**src/rtl/wd_pkg.sv**
```systemverilog
package wd_pkg;

  typedef enum logic [1:0] {
    TGT_NONE = 2'd0,
    TGT_FLT  = 2'd1,
    TGT_SHR  = 2'd2
  } tgt_e;

  // A pipe can take new work when idle or when showing its last half.
  function automatic logic slot_open(input logic vld, input logic hlf);
    return !vld || hlf;
  endfunction

  // Target choice: integer only to the shared pipe; float prefers the float pipe.
  function automatic tgt_e pick_target(input logic is_int,
                                       input logic open_flt,
                                       input logic open_shr);
    if (is_int)   return open_shr ? TGT_SHR : TGT_NONE;
    if (open_flt) return TGT_FLT;
    if (open_shr) return TGT_SHR;
    return TGT_NONE;
  endfunction

endpackage

```
**src/rtl/wd_steer.sv**
```systemverilog
module wd_steer
  import wd_pkg::*;
(
  input  logic       in_valid,
  input  logic       in_is_int,
  input  logic [1:0] open_vec,
  output logic       ready,
  output logic [1:0] load_vec
);
  tgt_e tgt;

  always_comb begin
    tgt         = pick_target(in_is_int, open_vec[0], open_vec[1]);
    ready       = (tgt != TGT_NONE);
    load_vec[0] = in_valid && (tgt == TGT_FLT);
    load_vec[1] = in_valid && (tgt == TGT_SHR);
  end
endmodule

```
**src/rtl/wd_slot.sv**
```systemverilog
module wd_slot
  import wd_pkg::*;
#(
  parameter int WARP_W = 5,
  parameter int TAG_W  = 8,
  parameter bit INT_OK = 1'b0
) (
  input  logic              clk,
  input  logic              rst,
  input  logic              load,
  input  logic [WARP_W-1:0] ld_warp,
  input  logic [TAG_W-1:0]  ld_tag,
  input  logic              ld_int,
  output logic              open,
  output logic              retire,
  output logic              o_valid,
  output logic              o_half,
  output logic [WARP_W-1:0] o_warp,
  output logic [TAG_W-1:0]  o_tag,
  output logic              o_int
);
  logic              vld_q, hlf_q, int_q;
  logic [WARP_W-1:0] warp_q;
  logic [TAG_W-1:0]  tag_q;

  always_ff @(posedge clk) begin
    if (rst) begin
      vld_q <= 1'b0;
      hlf_q <= 1'b0;
      int_q <= 1'b0;
    end else if (load) begin
      vld_q <= 1'b1;
      hlf_q <= 1'b0;
      int_q <= INT_OK ? ld_int : 1'b0;
    end else if (vld_q && !hlf_q) begin
      hlf_q <= 1'b1;
    end else begin
      vld_q <= 1'b0;
      hlf_q <= 1'b0;
    end
  end

  always_ff @(posedge clk) begin
    if (load) begin
      warp_q <= ld_warp;
      tag_q  <= ld_tag;
    end
  end

  assign open    = slot_open(vld_q, hlf_q);
  assign retire  = vld_q && hlf_q;
  assign o_valid = vld_q;
  assign o_half  = hlf_q;
  assign o_warp  = warp_q;
  assign o_tag   = tag_q;
  assign o_int   = int_q;
endmodule

```
**src/rtl/wd_tally.sv**
```systemverilog
module wd_tally #(
  parameter int CNT_W = 16
) (
  input  logic             clk,
  input  logic             rst,
  input  logic             inc,
  output logic [CNT_W-1:0] cnt
);
  always_ff @(posedge clk) begin
    if (rst)      cnt <= '0;
    else if (inc) cnt <= cnt + 1'b1;
  end
endmodule

```
**src/rtl/warp_dual_dispatch.sv**
```systemverilog
module warp_dual_dispatch #(
  parameter int WARP_W = 5,
  parameter int TAG_W  = 8,
  parameter int CNT_W  = 16
) (
  input  logic              clk,
  input  logic              rst,
  input  logic              in_valid,
  output logic              in_ready,
  input  logic              in_is_int,
  input  logic [WARP_W-1:0] in_warp,
  input  logic [TAG_W-1:0]  in_tag,
  output logic              pa_valid,
  output logic              pa_half,
  output logic [WARP_W-1:0] pa_warp,
  output logic [TAG_W-1:0]  pa_tag,
  output logic              pa_is_int,
  output logic              pb_valid,
  output logic              pb_half,
  output logic [WARP_W-1:0] pb_warp,
  output logic [TAG_W-1:0]  pb_tag,
  output logic              pb_is_int,
  output logic [CNT_W-1:0]  pa_done_cnt,
  output logic [CNT_W-1:0]  pb_done_cnt
);
  localparam int NPIPE = 2;

  logic [NPIPE-1:0]  slot_open, slot_load, slot_retire;
  logic [NPIPE-1:0]  slot_valid, slot_half, slot_int;
  logic [WARP_W-1:0] slot_warp [NPIPE];
  logic [TAG_W-1:0]  slot_tag  [NPIPE];
  logic [CNT_W-1:0]  slot_cnt  [NPIPE];

  // Named event for the checker: handshake taken this cycle.
  logic accept;

  wd_steer u_steer (
    .in_valid (in_valid),
    .in_is_int(in_is_int),
    .open_vec (slot_open),
    .ready    (in_ready),
    .load_vec (slot_load)
  );

  assign accept = in_valid && in_ready;

  for (genvar g = 0; g < NPIPE; g++) begin : g_pipe
    wd_slot #(
      .WARP_W(WARP_W),
      .TAG_W (TAG_W),
      .INT_OK(g == 1)
    ) u_slot (
      .clk    (clk),
      .rst    (rst),
      .load   (slot_load[g]),
      .ld_warp(in_warp),
      .ld_tag (in_tag),
      .ld_int (in_is_int),
      .open   (slot_open[g]),
      .retire (slot_retire[g]),
      .o_valid(slot_valid[g]),
      .o_half (slot_half[g]),
      .o_warp (slot_warp[g]),
      .o_tag  (slot_tag[g]),
      .o_int  (slot_int[g])
    );

    wd_tally #(.CNT_W(CNT_W)) u_tally (
      .clk(clk),
      .rst(rst),
      .inc(slot_retire[g]),
      .cnt(slot_cnt[g])
    );
  end

  assign pa_valid    = slot_valid[0];
  assign pa_half     = slot_half[0];
  assign pa_warp     = slot_warp[0];
  assign pa_tag      = slot_tag[0];
  assign pa_is_int   = slot_int[0];
  assign pb_valid    = slot_valid[1];
  assign pb_half     = slot_half[1];
  assign pb_warp     = slot_warp[1];
  assign pb_tag      = slot_tag[1];
  assign pb_is_int   = slot_int[1];
  assign pa_done_cnt = slot_cnt[0];
  assign pb_done_cnt = slot_cnt[1];
endmodule

```
**config.mk**
```make
export PLATFORM = sky130hd
export DESIGN_NAME = warp_dual_dispatch
export DESIGN_NICKNAME = d
export VERILOG_FILES = /design/src/rtl/wd_pkg.sv /design/src/rtl/wd_steer.sv /design/src/rtl/wd_slot.sv /design/src/rtl/wd_tally.sv /design/src/rtl/warp_dual_dispatch.sv
export SDC_FILE = /design/constraint.sdc
export NUM_CORES = 1
export LEC_CHECK = 0
export BUFFER_PORTS_ARGS = -buffer_cell sky130_fd_sc_hd__buf_2
export CORE_ASPECT_RATIO = 1.4
export CORE_MARGIN = 2
export CORE_UTILIZATION = 40
export DETAILED_ROUTE_END_ITERATION = 10
export PLACE_DENSITY = 0.64
export SYNTH_ARGS = -nofsm -noshare
export SYNTH_HDL_FRONTEND = slang
export SYNTH_SLANG_ARGS = --single-unit
```
**constraint.sdc**
```tcl
create_clock -name clk -period 3.9 [get_ports clk]
set_input_delay 0.78 -clock clk [delete_from_list [all_inputs] [get_ports clk]]
set_output_delay 0.78 -clock clk [all_outputs]
set_load 0.01 [all_outputs]
```
==> reports/metrics.cfg <==
[cts]
cts_buffers = 9
postCtsSetupRepairBufs = 0
cts-root-buf = clkbuf_8
cts_max_path_buffers = 2
cts_sinks = 63
htree_levels = 3
cts_tree = yes
clkTransAtPathRegs_ps = 70
postCtsHoldBufs = 0
post_cts_resized = 0
worst_skew_pair.late_latency_ps = 340

[sta]
tightestPinTransition_ps = 985
fin_ws_ps = 1800
slew_viol_final = 0
slew_headroom = 0.341
setup_viol = 0
rsz0062_at_grt = false
fin_crit_sh = 0.538
clock.fmax_mhz = 477
fin_skew_ps = 6.43
finalCriticalPeriod_ps = 2100
setup_tns_ps = 0
hold_viol_final = 0

[pwr]
p_leak_nw = 1.31
ir_worst_vdd_mv = 0.200
powerDensity_mw_per_mm2 = 467

[yosys]
synth_flop_cell = dfxtp_1
synth-edff-count = 26
netlist_instances = 219
yosysUniqueCellTypes = 34
postSynthAreaPerCell_sq_um = 11.2
synth_top_area_cell = edfxtp_1
synth_area_leaders = edfxtp_1, dfxtp_1, xnor2_1
yosysWarnings = 0
synth_fp_nets = 238
yosysSeqAreaShare = 0.618
ys_ff_latch = 63
yosys.area.top_type_share = 0.317
syn_area_sq_mm = 0.00246
synthArstFlopShare = 0

[global_route]
grt_usage = 0.155
use_met1 = 0.182
grtUsageMet3 = 0.0281
grt_antenna_before_repair = 0
grt_overflow = 0
grt_pass1_wl_um = 8240
gr-max-usage-layer = met2
grt_max_degree = 41
grt_util_met2 = 0.254
first_global_vias = 1769

[worst_setup_path]
slowest_delay_ps = 460
reg2reg_to = g_pipe[1].u_slot.o_tag[5]$_DFFE_PP_
rrSetupSlack_ps = 1890
endpoint_kind = output port
r2r_cells = 3
crit_fanout = 8
startpoint = g_pipe[1].u_slot.o_half$_SDFF_PP0_
critPathCapture = in_ready
critPathKind = reg -> out
arrival_ps = 1320
required_ps = 3120
crit_path_start_kind = flop
r2r-start = g_pipe[0].u_slot.o_valid$_SDFFE_PP0P_
crit_chain = and2b_2 > o21ai_0 > buf_2
slowest_stage = dfxtp_1

[place]
routabilityCongestion = 0.758
dp.cells = 364
hpwl_um = 3700
portBuffers = 80
dp_slack_ps = 1690

[drt]
vias = 1871
drt_wl_total_um = 5100
drcViolationCount = 0
dr.pass1.iters = 4
wl_per_cell_um = 13.4
dr.first_iter.drc_count = 96
antenna_left = 0
viasPerCell = 4.92

[die]
num_rows = 33
die_area_sq_mm = 0.00681
initial_utilization = 0.417
fp.dieH_um = 96.8
coreArea_sq_mm = 0.00590
num_io_pins = 82
dieWidth_um = 70.3

[min_path]
min_path_cells = 2
hold_path_class = reg -> reg

[cells_and_area]
fin_cells = 380
nets = 324
drive_gt1_frac = 0.358
area_delta_synth_final_pct = 29.0
antennaDiodeCount = 0

[run]
max_cap_viol_count = 0

[status]
status = finished, final reports clean

[cell usage after synthesis (all sizes together) (3+ instances only)]
cell and number:
dfxtp 37, nor2 34, edfxtp 26, xnor2 17, nand3 15, nand2 13, nor3 11, a21oi 9
inv 8, nand4 8, nor4 7, xor2 6, o21ai 5, nor2b 4, buf 3, mux2 3
[worst min-delay path by stage]
stage / start / to
final: g_pipe[1].u_slot.o_int$_SDFFE_PP0P_ / g_pipe[1].u_slot.o_int$_SDFFE_PP0P_
after global routing: g_pipe[1].u_slot.o_int$_SDFFE_PP0P_ / g_pipe[1].u_slot.o_int$_SDFFE_PP0P_
after CTS: g_pipe[1].u_slot.o_int$_SDFFE_PP0P_ / g_pipe[1].u_slot.o_int$_SDFFE_PP0P_
after detailed placement: g_pipe[1].u_slot.o_int$_SDFFE_PP0P_ / g_pipe[1].u_slot.o_int$_SDFFE_PP0P_
after global placement: g_pipe[1].u_tally.cnt[1]$_SDFFE_PP0P_ / g_pipe[1].u_tally.cnt[1]$_SDFFE_PP0P_
after floorplan: g_pipe[1].u_slot.o_int$_SDFFE_PP0P_ / g_pipe[1].u_slot.o_int$_SDFFE_PP0P_
[cell families after synthesis]
| group | share of synthesized area |
|---|---|
| multiplexers | 0.0152 |
| flip-flops | 0.618 |
| other | 0.00152 |
| XOR/XNOR | 0.0818 |
| AND/OR/NAND/NOR | 0.216 |
| AO/OA/AOI/OAI | 0.0356 |
| buffers and inverters | 0.0214 |
| adder cells (fa/ha/maj) | 0.0102 |
[where the power goes]
part           total [W]  internal (W)  switching, W
clock network   0.000705      0.000433      0.000272
registers       0.000715      0.000706    0.00000938
logic          0.0000607     0.0000219     0.0000387
total            0.00148       0.00116      0.000320
[critical path, delay by kind of cell, from the launching register on]
family | cells | cell delay [ps]
buffers and inverters | 1 | 160
AND/OR/NAND/NOR | 1 | 270
AO/OA/AOI/OAI | 1 | 90
flip-flops | 1 | 460
[metal layers]
metal / routed length, um / vias to the layer above
li1: - / 940
met1: 2100 / 863
met2: 2560 / 55
met3: 280 / 13
met4: 154 / 0
met5: 0 / -
[flip-flops by register name, indices dropped and copies added (netlist names)]
signal / flops
g_pipe.u_tally.cnt: 32
g_pipe.u_slot.o_valid: 2
g_pipe.u_slot.o_warp: 10
g_pipe.u_slot.o_half: 2
g_pipe.u_slot.o_int: 1
g_pipe.u_slot.o_tag: 16
[area by class of cell]
class / count / area, sq um
fillers: 554 / 2730
flip-flops and latches: 63 / 1520
multi-input cells: 143 / 887
repair buffers: 80 / 400
clock inverters: 7 / 125
clock buffers: 9 / 124
well taps: 70 / 87.6
inverters: 8 / 30.0
[metrics by stage]
step / power [W] / util / hold WS (ps) / cell area (sq um)
6_report: 0.00148 / 0.538 / 486 / 3180
2_1_floorplan: 0.000759 / - / 498 / 2460
4_1_cts: 0.00150 / 0.538 / 491 / 3180
5_1_grt: 0.00153 / 0.538 / 528 / 3180
3_5_place_dp: 0.000793 / 0.496 / 481 / 2930
3_3_place_gp: 0.000791 / 0.496 / 482 / 2930
[cells in the final DEF (no fill, tap or decap)]
| cell type | instances |
|---|---|
| nor2_2 | 1 |
| ha_1 | 2 |
| buf_2 | 80 |
| nand4_4 | 2 |
| nor3_1 | 10 |
| bufinv_16 | 3 |
| conb_1 | 1 |
| and2b_2 | 1 |
| edfxtp_1 | 26 |
| nor2b_1 | 4 |
| dfxtp_1 | 37 |
| inv_6 | 4 |
| or2b_2 | 1 |
| a31o_2 | 1 |
| nand3_2 | 2 |
| mux2_4 | 1 |
| clkbuf_8 | 9 |
| a21oi_1 | 9 |
| nor3_4 | 1 |
| nand3_1 | 13 |
| xnor2_1 | 17 |
| nand4_2 | 1 |
| and4_1 | 1 |
| o21ai_0 | 5 |
| or3_2 | 1 |
| mux2_2 | 2 |
| xor2_1 | 6 |
| a21o_2 | 1 |
| inv_1 | 8 |
| nor4_1 | 7 |
| nor2_1 | 33 |
| nand4_1 | 5 |
| nand2b_1 | 1 |
| nand2_1 | 13 |
| or3_1 | 1 |
Note: power is estimated with default switching activity, not from simulation.
